`src/rtl/irqagg_pkg.sv`:
```
package irqagg_pkg;
    localparam int WORD_W = 32;
    localparam int REG_AW = 3;
    localparam int MAX_CH = 6;

    // normal bank bit positions (decoded by software)
    localparam int N_DONE_LSB  = 0;
    localparam int N_DERR_LSB  = 12;
    localparam int N_VSYNC_BIT = 27;

    // error bank bit positions (decoded by software)
    localparam int E_FETCH_LSB  = 1;
    localparam int E_PREAM_LSB  = 7;
    localparam int E_CRC_LSB    = 13;
    localparam int E_REDONE_LSB = 25;

    localparam logic [WORD_W-1:0] N_MASK_RST = 32'h07FF_FFFF;
    localparam logic [WORD_W-1:0] E_MASK_RST = 32'hFFFF_FFFF;

    typedef enum logic [REG_AW-1:0] {
        SEL_N_STAT    = 3'd0,
        SEL_N_MASK    = 3'd1,
        SEL_N_UNMASK  = 3'd2,
        SEL_N_MASKSET = 3'd3,
        SEL_E_STAT    = 3'd4,
        SEL_E_MASK    = 3'd5,
        SEL_E_UNMASK  = 3'd6,
        SEL_E_MASKSET = 3'd7
    } reg_sel_e;

    typedef struct packed {
        logic [WORD_W-1:0] stat;
        logic [WORD_W-1:0] mask;
    } bank_st_t;

    typedef struct packed {
        logic irq;
    } out_st_t;
endpackage

```
`src/rtl/irqagg_evmap.sv`:
```
module irqagg_evmap
    import irqagg_pkg::*;
#(
    parameter int NUM_CH = 6
) (
    input  logic [NUM_CH-1:0] ch_done,
    input  logic [NUM_CH-1:0] ch_data_err,
    input  logic              vsync,
    input  logic [NUM_CH-1:0] ch_fetch_err,
    input  logic [NUM_CH-1:0] ch_preamble_err,
    input  logic [NUM_CH-1:0] ch_crc_err,
    input  logic [NUM_CH-1:0] ch_redone_err,
    output logic [WORD_W-1:0] n_set,
    output logic [WORD_W-1:0] e_set
);
    logic [NUM_CH-1:0][WORD_W-1:0] n_part;
    logic [NUM_CH-1:0][WORD_W-1:0] e_part;

    // one placement per channel; OR-reduced below
    for (genvar c = 0; c < NUM_CH; c++) begin : g_ch
        always_comb begin
            n_part[c] = '0;
            e_part[c] = '0;
            n_part[c][N_DONE_LSB + c]   = ch_done[c];
            n_part[c][N_DERR_LSB + c]   = ch_data_err[c];
            e_part[c][E_FETCH_LSB + c]  = ch_fetch_err[c];
            e_part[c][E_PREAM_LSB + c]  = ch_preamble_err[c];
            e_part[c][E_CRC_LSB + c]    = ch_crc_err[c];
            e_part[c][E_REDONE_LSB + c] = ch_redone_err[c];
        end
    end

    always_comb begin
        n_set = '0;
        e_set = '0;
        for (int c = 0; c < NUM_CH; c++) begin
            n_set = n_set | n_part[c];
            e_set = e_set | e_part[c];
        end
        n_set[N_VSYNC_BIT] = n_set[N_VSYNC_BIT] | vsync;
    end
endmodule

```
`src/rtl/irqagg_bank.sv`:
```
module irqagg_bank
    import irqagg_pkg::*;
#(
    parameter int                W        = WORD_W,
    parameter logic [WORD_W-1:0] MASK_RST = '1
) (
    input  logic         clk,
    input  logic         rst_n,
    input  logic [W-1:0] set_i,
    input  logic [W-1:0] clr_i,
    input  logic [W-1:0] unmask_i,
    input  logic [W-1:0] maskset_i,
    output logic [W-1:0] stat_o,
    output logic [W-1:0] mask_o
);
    bank_st_t st_d, st_q;

    always_comb begin
        st_d = st_q;
        // an event beats a simultaneous clear
        st_d.stat = (st_q.stat & ~clr_i) | set_i;
        st_d.mask = (st_q.mask & ~unmask_i) | maskset_i;
    end

    always_ff @(posedge clk or negedge rst_n) begin
        if (!rst_n) begin
            st_q.stat <= '0;
            st_q.mask <= MASK_RST;
        end else begin
            st_q <= st_d;
        end
    end

    assign stat_o = st_q.stat;
    assign mask_o = st_q.mask;
endmodule

```
`src/rtl/irq_agg.sv`:
```
module irq_agg
    import irqagg_pkg::*;
#(
    parameter int NUM_CH = 6
) (
    input  logic              clk,
    input  logic              rst_n,
    input  logic [REG_AW-1:0] addr,
    input  logic              we,
    input  logic [WORD_W-1:0] wdata,
    output logic [WORD_W-1:0] rdata,
    input  logic [NUM_CH-1:0] ch_done,
    input  logic [NUM_CH-1:0] ch_data_err,
    input  logic              vsync,
    input  logic [NUM_CH-1:0] ch_fetch_err,
    input  logic [NUM_CH-1:0] ch_preamble_err,
    input  logic [NUM_CH-1:0] ch_crc_err,
    input  logic [NUM_CH-1:0] ch_redone_err,
    output logic              irq
);
    reg_sel_e sel;
    logic [WORD_W-1:0] n_set, e_set;
    logic [WORD_W-1:0] n_clr, e_clr, n_en, e_en, n_dis, e_dis;
    logic [WORD_W-1:0] n_stat, n_mask, e_stat, e_mask;
    out_st_t o_d, o_q;

    assign sel = reg_sel_e'(addr);

    irqagg_evmap #(.NUM_CH(NUM_CH)) u_map (
        .ch_done         (ch_done),
        .ch_data_err     (ch_data_err),
        .vsync           (vsync),
        .ch_fetch_err    (ch_fetch_err),
        .ch_preamble_err (ch_preamble_err),
        .ch_crc_err      (ch_crc_err),
        .ch_redone_err   (ch_redone_err),
        .n_set           (n_set),
        .e_set           (e_set)
    );

    // write decode: each strobe vector is the write data or zero
    always_comb begin
        n_clr = '0; n_en = '0; n_dis = '0;
        e_clr = '0; e_en = '0; e_dis = '0;
        if (we) begin
            unique case (sel)
                SEL_N_STAT:    n_clr = wdata;
                SEL_N_UNMASK:  n_en  = wdata;
                SEL_N_MASKSET: n_dis = wdata;
                SEL_E_STAT:    e_clr = wdata;
                SEL_E_UNMASK:  e_en  = wdata;
                SEL_E_MASKSET: e_dis = wdata;
                default: ;  // mask addresses are read-only
            endcase
        end
    end

    irqagg_bank #(.W(WORD_W), .MASK_RST(N_MASK_RST)) u_nbank (
        .clk(clk), .rst_n(rst_n),
        .set_i(n_set), .clr_i(n_clr), .unmask_i(n_en), .maskset_i(n_dis),
        .stat_o(n_stat), .mask_o(n_mask)
    );

    irqagg_bank #(.W(WORD_W), .MASK_RST(E_MASK_RST)) u_ebank (
        .clk(clk), .rst_n(rst_n),
        .set_i(e_set), .clr_i(e_clr), .unmask_i(e_en), .maskset_i(e_dis),
        .stat_o(e_stat), .mask_o(e_mask)
    );

    always_comb begin
        o_d = o_q;
        o_d.irq = (|(n_stat & ~n_mask)) | (|(e_stat & ~e_mask));
    end

    always_ff @(posedge clk or negedge rst_n) begin
        if (!rst_n) o_q <= '0;
        else        o_q <= o_d;
    end

    assign irq = o_q.irq;

    always_comb begin
        unique case (sel)
            SEL_N_STAT: rdata = n_stat;
            SEL_N_MASK: rdata = n_mask;
            SEL_E_STAT: rdata = e_stat;
            SEL_E_MASK: rdata = e_mask;
            default:    rdata = '0;  // unmask / mask-set ports read zero
        endcase
    end
endmodule

```
`config.mk`:
```
export PLATFORM = sky130hd
export DESIGN_NAME = irq_agg
export DESIGN_NICKNAME = d
export VERILOG_FILES = /design/src/rtl/irqagg_pkg.sv /design/src/rtl/irqagg_evmap.sv /design/src/rtl/irqagg_bank.sv /design/src/rtl/irq_agg.sv
export SDC_FILE = /design/constraint.sdc
export NUM_CORES = 1
export LEC_CHECK = 0
export CAP_MARGIN = 20
export CORE_MARGIN = 2
export CORE_UTILIZATION = 45
export CTS_BUF_LIST = sky130_fd_sc_hd__clkbuf_16
export CTS_CLUSTER_SIZE = 16
export DETAILED_ROUTE_END_ITERATION = 12
export PLACE_DENSITY_LB_ADDON = 0.05
export SYNTH_ARGS = -nofsm -noshare
export SYNTH_HDL_FRONTEND = slang
export SYNTH_HIERARCHICAL = 1
export SYNTH_SLANG_ARGS = --single-unit
```
`constraint.sdc`:
```
create_clock -name clk -period 1.3 [get_ports clk]
set_input_delay 0.195 -clock clk [delete_from_list [all_inputs] [get_ports clk]]
set_output_delay 0.195 -clock clk [all_outputs]
set_load 0.1 [all_outputs]
```
After elaboration in Yosys (flattened, before gate mapping)
Index checks and enable logic that the tools add are counted.

storage, ports and cells
  bits in registers = 129
  latch bits = 0
  memories = 0
  memory bits (read-only) = 0
  bits in writable memories = 0

operators by class
  reduce and logical (&&, ||, !) cells = 3
  shift-type cells = 0
  $lt $le $gt $ge = 0
  bitwise operators = 28
  divide/modulo/power cells = 0
  eq/ne operators = 7
  $add $sub $neg = 0
  multipliers = 0
  mux-type cells = 13

operator list
  cell                  count
  $mux W32              12
  $and A32 B32 Y32      6
  $not A32 Y32          6
  $or A32 B32 Y32       4
  $pmux W32 S4          1
  $reduce_or A32 Y1     2
  $or A32 B15 Y32       1
  $or A32 B16 Y32       1
  $or A32 B17 Y32       1
  $or A32 B18 Y32       1
  $or A32 B28 Y32       1
  $or A32 B29 Y32       1
  $or A32 B30 Y32       1
  $or A32 B31 Y32       1
  $or A26 B27 Y27       1
  $or A13 B14 Y14       1
  $eq A3 B3 Y1 const B  4
  $eq A3 B2 Y1 const B  2
  $eq A3 B1 Y1 const B  1
  $logic_not A3 Y1      1
  $or A1 B1 Y1          2

Longest topological paths before layout
Gate-level depths: netlist of run 1.

  word-level depth = 7
  mapped depth = 8
  gate-level depth less buffers = 5

Cells and area by module
The synthesis of run 1 kept the hierarchy.

modules (own cells, without submodules)
  module                  cells an instance  times used  area an instance (µm²)
  irqagg_bank at u_ebank  192                1           2362.3
  irqagg_bank at u_nbank  192                1           2356.0
  irq_agg                 438                1           2318.5
  irqagg_evmap            65                 1           484.2

Worst setup path before layout of run 1
Ideal clock, no wire load.

  kind = input to output
  start point = in addr[1]
  end point = out rdata[10]
  slack = -1.070 ns
  cell stages on the path = 5
  arrival = 2.175 ns
  data required time = 1.105 ns
  cell sequence = buf_4 nor2_2 nand2_1 buf_2 o211ai_1

on the way
  cells in the longest elaborated chain, start to end = 2
  elaborated cells on any way between the ends = 5
  those cells by class = eq/ne (3); mux (1); reduce/logical (1)

RTL lines
  item                                        line           source
  start, declared                             irq_agg.sv:8   input logic [REG_AW-1:0] addr,
  $eq A3 B3 Y1, or another cell as far along  irq_agg.sv:83  unique case (sel)
  $pmux W32 S4 (*)                            irq_agg.sv:83
  end, declared                               irq_agg.sv:11  output logic [WORD_W-1:0] rdata,

Every way passes the cells marked *; elsewhere a longest branch is shown, timed or not.

Final worst setup path of run 1
  start point = reg u_nbank.st_q, in the netlist u_nbank/stat_o[23]
  end point = out rdata[23]

on the way
  cells in the longest elaborated chain, start to end = 1

RTL lines
  item                    line               source
  start, declared         irqagg_bank.sv:16  bank_st_t st_d, st_q;
  start signal, assigned  irqagg_bank.sv:30  st_q <= st_d;
  $pmux W32 S4            irq_agg.sv:83

No other way between the ends.

==> flow_metrics.py, run 1 <==
metrics = {
    "run_status": {
        "outcome": "finished with violations",
        "failed_checks": "negative setup slack",
    },
    "floorplanning": {
        "core-area_um2": 16470,
        "die_w_um": 133.3,
        "num_io_pins": 108,
        "die_area_um2": 17760,
        "die_h_um": 133.3,
        "start_util_pct": 45.68,
        "num_rows": 47,
    },
    "timing": {
        "fin_crit_ns": 1.860,
        "max_freq_mhz": 537.6,
        "rsz0062_at_grt": "yes",
        "finalCritPeriodShare_pct": 143.1,
        "hold_violations": 0,
        "whs_ns": 0.2303,
        "fin_ws_ns": -0.5603,
        "setup_viol": 33,
        "fin_tns_setup_ns": -14.02,
        "skew_ns": 0.005538,
        "maxSlewViolCount": 0,
    },
    "route": {
        "drt_first_pass_iters": 5,
        "drcViolationCount": 0,
        "drt_iter0_markers": 439,
        "wl_per_cell_um": 18.32,
        "ant_nets": 0,
        "finalWirelength_mm": 24.55,
        "viasPerCell": 5.062,
        "via_count": 6783,
    },
    "global_routing": {
        "grt_first_pass_wirelength_mm": 37.62,
        "grt_pass1_vias": 7000,
        "grt_antenna_before_repair": 0,
        "track_usage_pct": 27.83,
        "grt_overflow": 0,
        "grt_max_degree": 38,
    },
    "clocking": {
        "htreeDepth": 4,
        "cts_buffers": 17,
        "cts_tree": "done",
        "cts_buffer_depth": 2,
        "cts.sinks": 129,
        "clk_latency_ns": 0.42,
        "clk_pin_slew_ns": 0.06,
        "root_buffer": "clkbuf_16",
    },
    "layout": {
        "synthToLayoutAreaGrowth_pct": 53.17,
        "antenna_cells": 0,
        "fin_util_pct": 69.96,
        "drive_gt1_share_pct": 34.38,
        "layout.cells.non_filler": 1340,
        "layout.nets": 1182,
    },
    "logic_synthesis": {
        "ys_types": 30,
        "yosys_warnings": 6,
        "synth_flop_cell": "dfrtp_1",
        "syn-cell-area_um2": 7521,
        "yosys-top-cells-area": "dfrtp_1 (23%), dfstp_2 (21%), a21o_1 (13%), nor2_1 (9.6%), inv_1 (7.2%)",
        "synth_commonest_cells": "nor2_1 (192), inv_1 (144), a21o_1 (128), dfrtp_1 (70), buf_4 (65)",
        "seq_area_frac_synth_pct": 43.90,
        "synth_edf_count": 0,
        "syn_avg_cell_area_um2": 8.479,
        "synthCells": 887,
        "synth.ff_latch_count": 129,
        "synth_top_cell_area_share_pct": 23.29,
        "yosys.area.top_type": "dfrtp_1",
        "synth.most_common_cell": "nor2_1",
        "async_flop_share_pct": 100.0,
    },
    "placement": {
        "gp_congestion": 0.8460,
        "portBuffers": 107,
        "dp_hpwl_mm": 16.17,
        "dpl.cell_count": 1261,
    },
    "critical_path": {
        "worst_setup_path_end_kind": "output pin",
        "worstReg2RegEnd": "irq$_DFF_PN0_",
        "worstSetupPathType": "flop to output pin",
        "r2r-start": "u_nbank/mask_o[11]$_DFF_PN1_",
        "startpoint_type": "flop",
        "worstPathRequired_ns": 1.11,
        "cp.arrival_ns": 1.67,
        "r2r_slack_ns": -0.24,
        "reg2regPathDepth": 5,
        "worst-path-max-fanout": 2,
    },
    "power": {
        "comb_power_share_pct": 31.5,
        "clock_power_share_pct": 34.2,
        "power_density_nw_per_um2": 1307,
        "power_frac_seq_pct": 34.3,
        "intPower_w": 0.01049,
        "vdd_drop_max_v": 0.001064,
        "p_sw_w": 0.004567,
        "p_leak_nw": 4.972,
        "p_sw_share_pct": 30.33,
    },
    "job": {
        "maxCapViolCount": 0,
    },
    "min_path": {
        "hp-class": "input port to async pin",
    },
}
[metrics by stage]
stage          setup slack [ns]  cell area (µm²)  total power [W]
6_report                -0.5603            11520          0.01506
4_1_cts                 -0.5632            11180          0.01478
3_5_place_dp            -0.8813             9921         0.009277
2_1_floorplan           -0.9641             8011         0.007535
5_1_grt                 -0.5932            11520          0.01558
3_3_place_gp            -0.8121             9921         0.009188
[layer usage]
metal	global-route usage, %	up-vias	part of all wire [%]	wire length [µm]
li1	-	3218	-	-
met1	35.88	3335	43	10550
met2	47.11	201	50	12260
met3	5.974	29	5.4	1330
met4	8.570	0	1.7	419
met5	0	-	0	0
[worst max path at each step]
| stage | startpoint | endpoint | cells past startpoint |
|---|---|---|---|
| floorplan | addr[1] | rdata[10] | 5 |
| global placement | addr[1] | rdata[2] | 7 |
| detailed placement | addr[1] | rdata[22] | 6 |
| CTS | u_nbank/stat_o[23]$_DFF_PN0_ | rdata[23] | 4 |
| global route | u_nbank/stat_o[23]$_DFF_PN0_ | rdata[23] | 4 |
| finish | u_nbank/stat_o[23]$_DFF_PN0_ | rdata[23] | 4 |
[layout make-up]
type | count | area, µm²
Tap cell | 220 | 275.3
Clock buffer | 17 | 425.4
Clock inverter | 15 | 198.9
Multi-Input combinational cell | 540 | 3789
Timing Repair Buffer | 275 | 2989
Fill cell | 1235 | 4946
Sequential cell | 129 | 3302
Inverter | 144 | 540.5
[power groups by stage]
| stage | combinational (W) | clock (W) | sequential [W] |
|---|---|---|---|
| 2_1_floorplan | 0.00238 | 0 | 0.00516 |
| 3_3_place_gp | 0.00406 | 0 | 0.00513 |
| 3_5_place_dp | 0.00412 | 0 | 0.00516 |
| 4_1_cts | 0.00447 | 0.00518 | 0.00512 |
| 5_1_grt | 0.00496 | 0.00539 | 0.00523 |
| 6_report | 0.00474 | 0.00515 | 0.00517 |
[placed cells by master, fill, tap and decap left out, types with 2 or more instances in the layout]
| cell type | netlist | final |
|---|---|---|
| nor4_4 | 0 | 2 |
| conb_1 | 1 | 27 |
| nor4_1 | 4 | 2 |
| o2111ai_2 | 0 | 4 |
| nor2_4 | 0 | 2 |
| bufinv_16 | 0 | 5 |
| nand2_1 | 48 | 38 |
| inv_2 | 0 | 6 |
| dfrtp_1 | 70 | 70 |
| o2111ai_1 | 16 | 9 |
| inv_1 | 144 | 140 |
| clkinv_1 | 0 | 4 |
| a221o_4 | 0 | 25 |
| buf_2 | 14 | 2 |
| nand2_2 | 0 | 7 |
| clkinv_2 | 0 | 2 |
| a22oi_2 | 0 | 6 |
| buf_4 | 65 | 112 |
| nand2_8 | 0 | 2 |
| buf_12 | 0 | 43 |
| buf_6 | 5 | 43 |
| buf_8 | 2 | 2 |
| a21o_1 | 128 | 128 |
| nand2b_1 | 48 | 33 |
| o2111ai_4 | 0 | 3 |
| clkdlybuf4s50_1 | 0 | 70 |
| o211ai_1 | 7 | 7 |
| dfstp_2 | 59 | 59 |
| nand2_4 | 0 | 2 |
| clkbuf_16 | 0 | 18 |
| o21ai_4 | 0 | 5 |
| o21ai_2 | 0 | 3 |
| nor2_1 | 192 | 184 |
| and2_4 | 1 | 2 |
| nand3b_1 | 2 | 2 |
| nor2_2 | 1 | 7 |
| a22o_1 | 17 | 17 |
| nand2b_4 | 0 | 15 |
[registers in the layout (all words and copies together) (netlist names)]
signal          flops
irq                 1
u_ebank/stat_o     32
u_nbank/stat_o     32
u_nbank/mask_o     32
u_ebank/mask_o     32
[repair_timing]
item,CTS,global route
buffers inserted,32,11
resized for setup,98,49
pin swaps,36,22
endpoints found under the setup margin,129,79
endpoints found under the hold margin,12,0
hold buffers,1,0
cloned,5,0
[logic make-up after synthesis]
| logic type | after synthesis | share of synthesized area (%) |
|---|---|---|
| buffers and inverters | 246 | 16.55 |
| other | 1 | 0.04986 |
| flip-flops | 129 | 43.90 |
| AO/OA/AOI/OAI | 208 | 21.88 |
| AND/OR/NAND/NOR | 303 | 17.62 |
[worst max-delay path: stages, from the launching register on]
cell,delay [ns]
dfrtp_1,0.39
buf_6,0.12
a22o_1,0.22
a221o_4,0.34
buf_12,0.17
Note: power is estimated with default switching activity, not from simulation.
==> inputs of run 2 (changes only) <==
--- a/config.mk
+++ b/config.mk
@@ -11,6 +11,7 @@
 export CTS_BUF_LIST = sky130_fd_sc_hd__clkbuf_16
 export CTS_CLUSTER_SIZE = 16
 export DETAILED_ROUTE_END_ITERATION = 12
+export GPL_ROUTABILITY_DRIVEN = 0
 export PLACE_DENSITY_LB_ADDON = 0.05
 export SYNTH_ARGS = -nofsm -noshare
 export SYNTH_HDL_FRONTEND = slang
==> results of run 2 <==
The final DEF is identical to that of run 1; final timing and power are the same.
==> inputs of run 3 (changes only) <==
--- a/config.mk
+++ b/config.mk
@@ -5,13 +5,11 @@
 export SDC_FILE = /design/constraint.sdc
 export NUM_CORES = 1
 export LEC_CHECK = 0
-export CAP_MARGIN = 20
 export CORE_MARGIN = 2
 export CORE_UTILIZATION = 45
 export CTS_BUF_LIST = sky130_fd_sc_hd__clkbuf_16
 export CTS_CLUSTER_SIZE = 16
 export DETAILED_ROUTE_END_ITERATION = 12
-export GPL_ROUTABILITY_DRIVEN = 0
 export PLACE_DENSITY_LB_ADDON = 0.05
 export SYNTH_ARGS = -nofsm -noshare
 export SYNTH_HDL_FRONTEND = slang
==> results of run 3 <==
The final DEF is identical to that of run 1; final timing and power are the same.
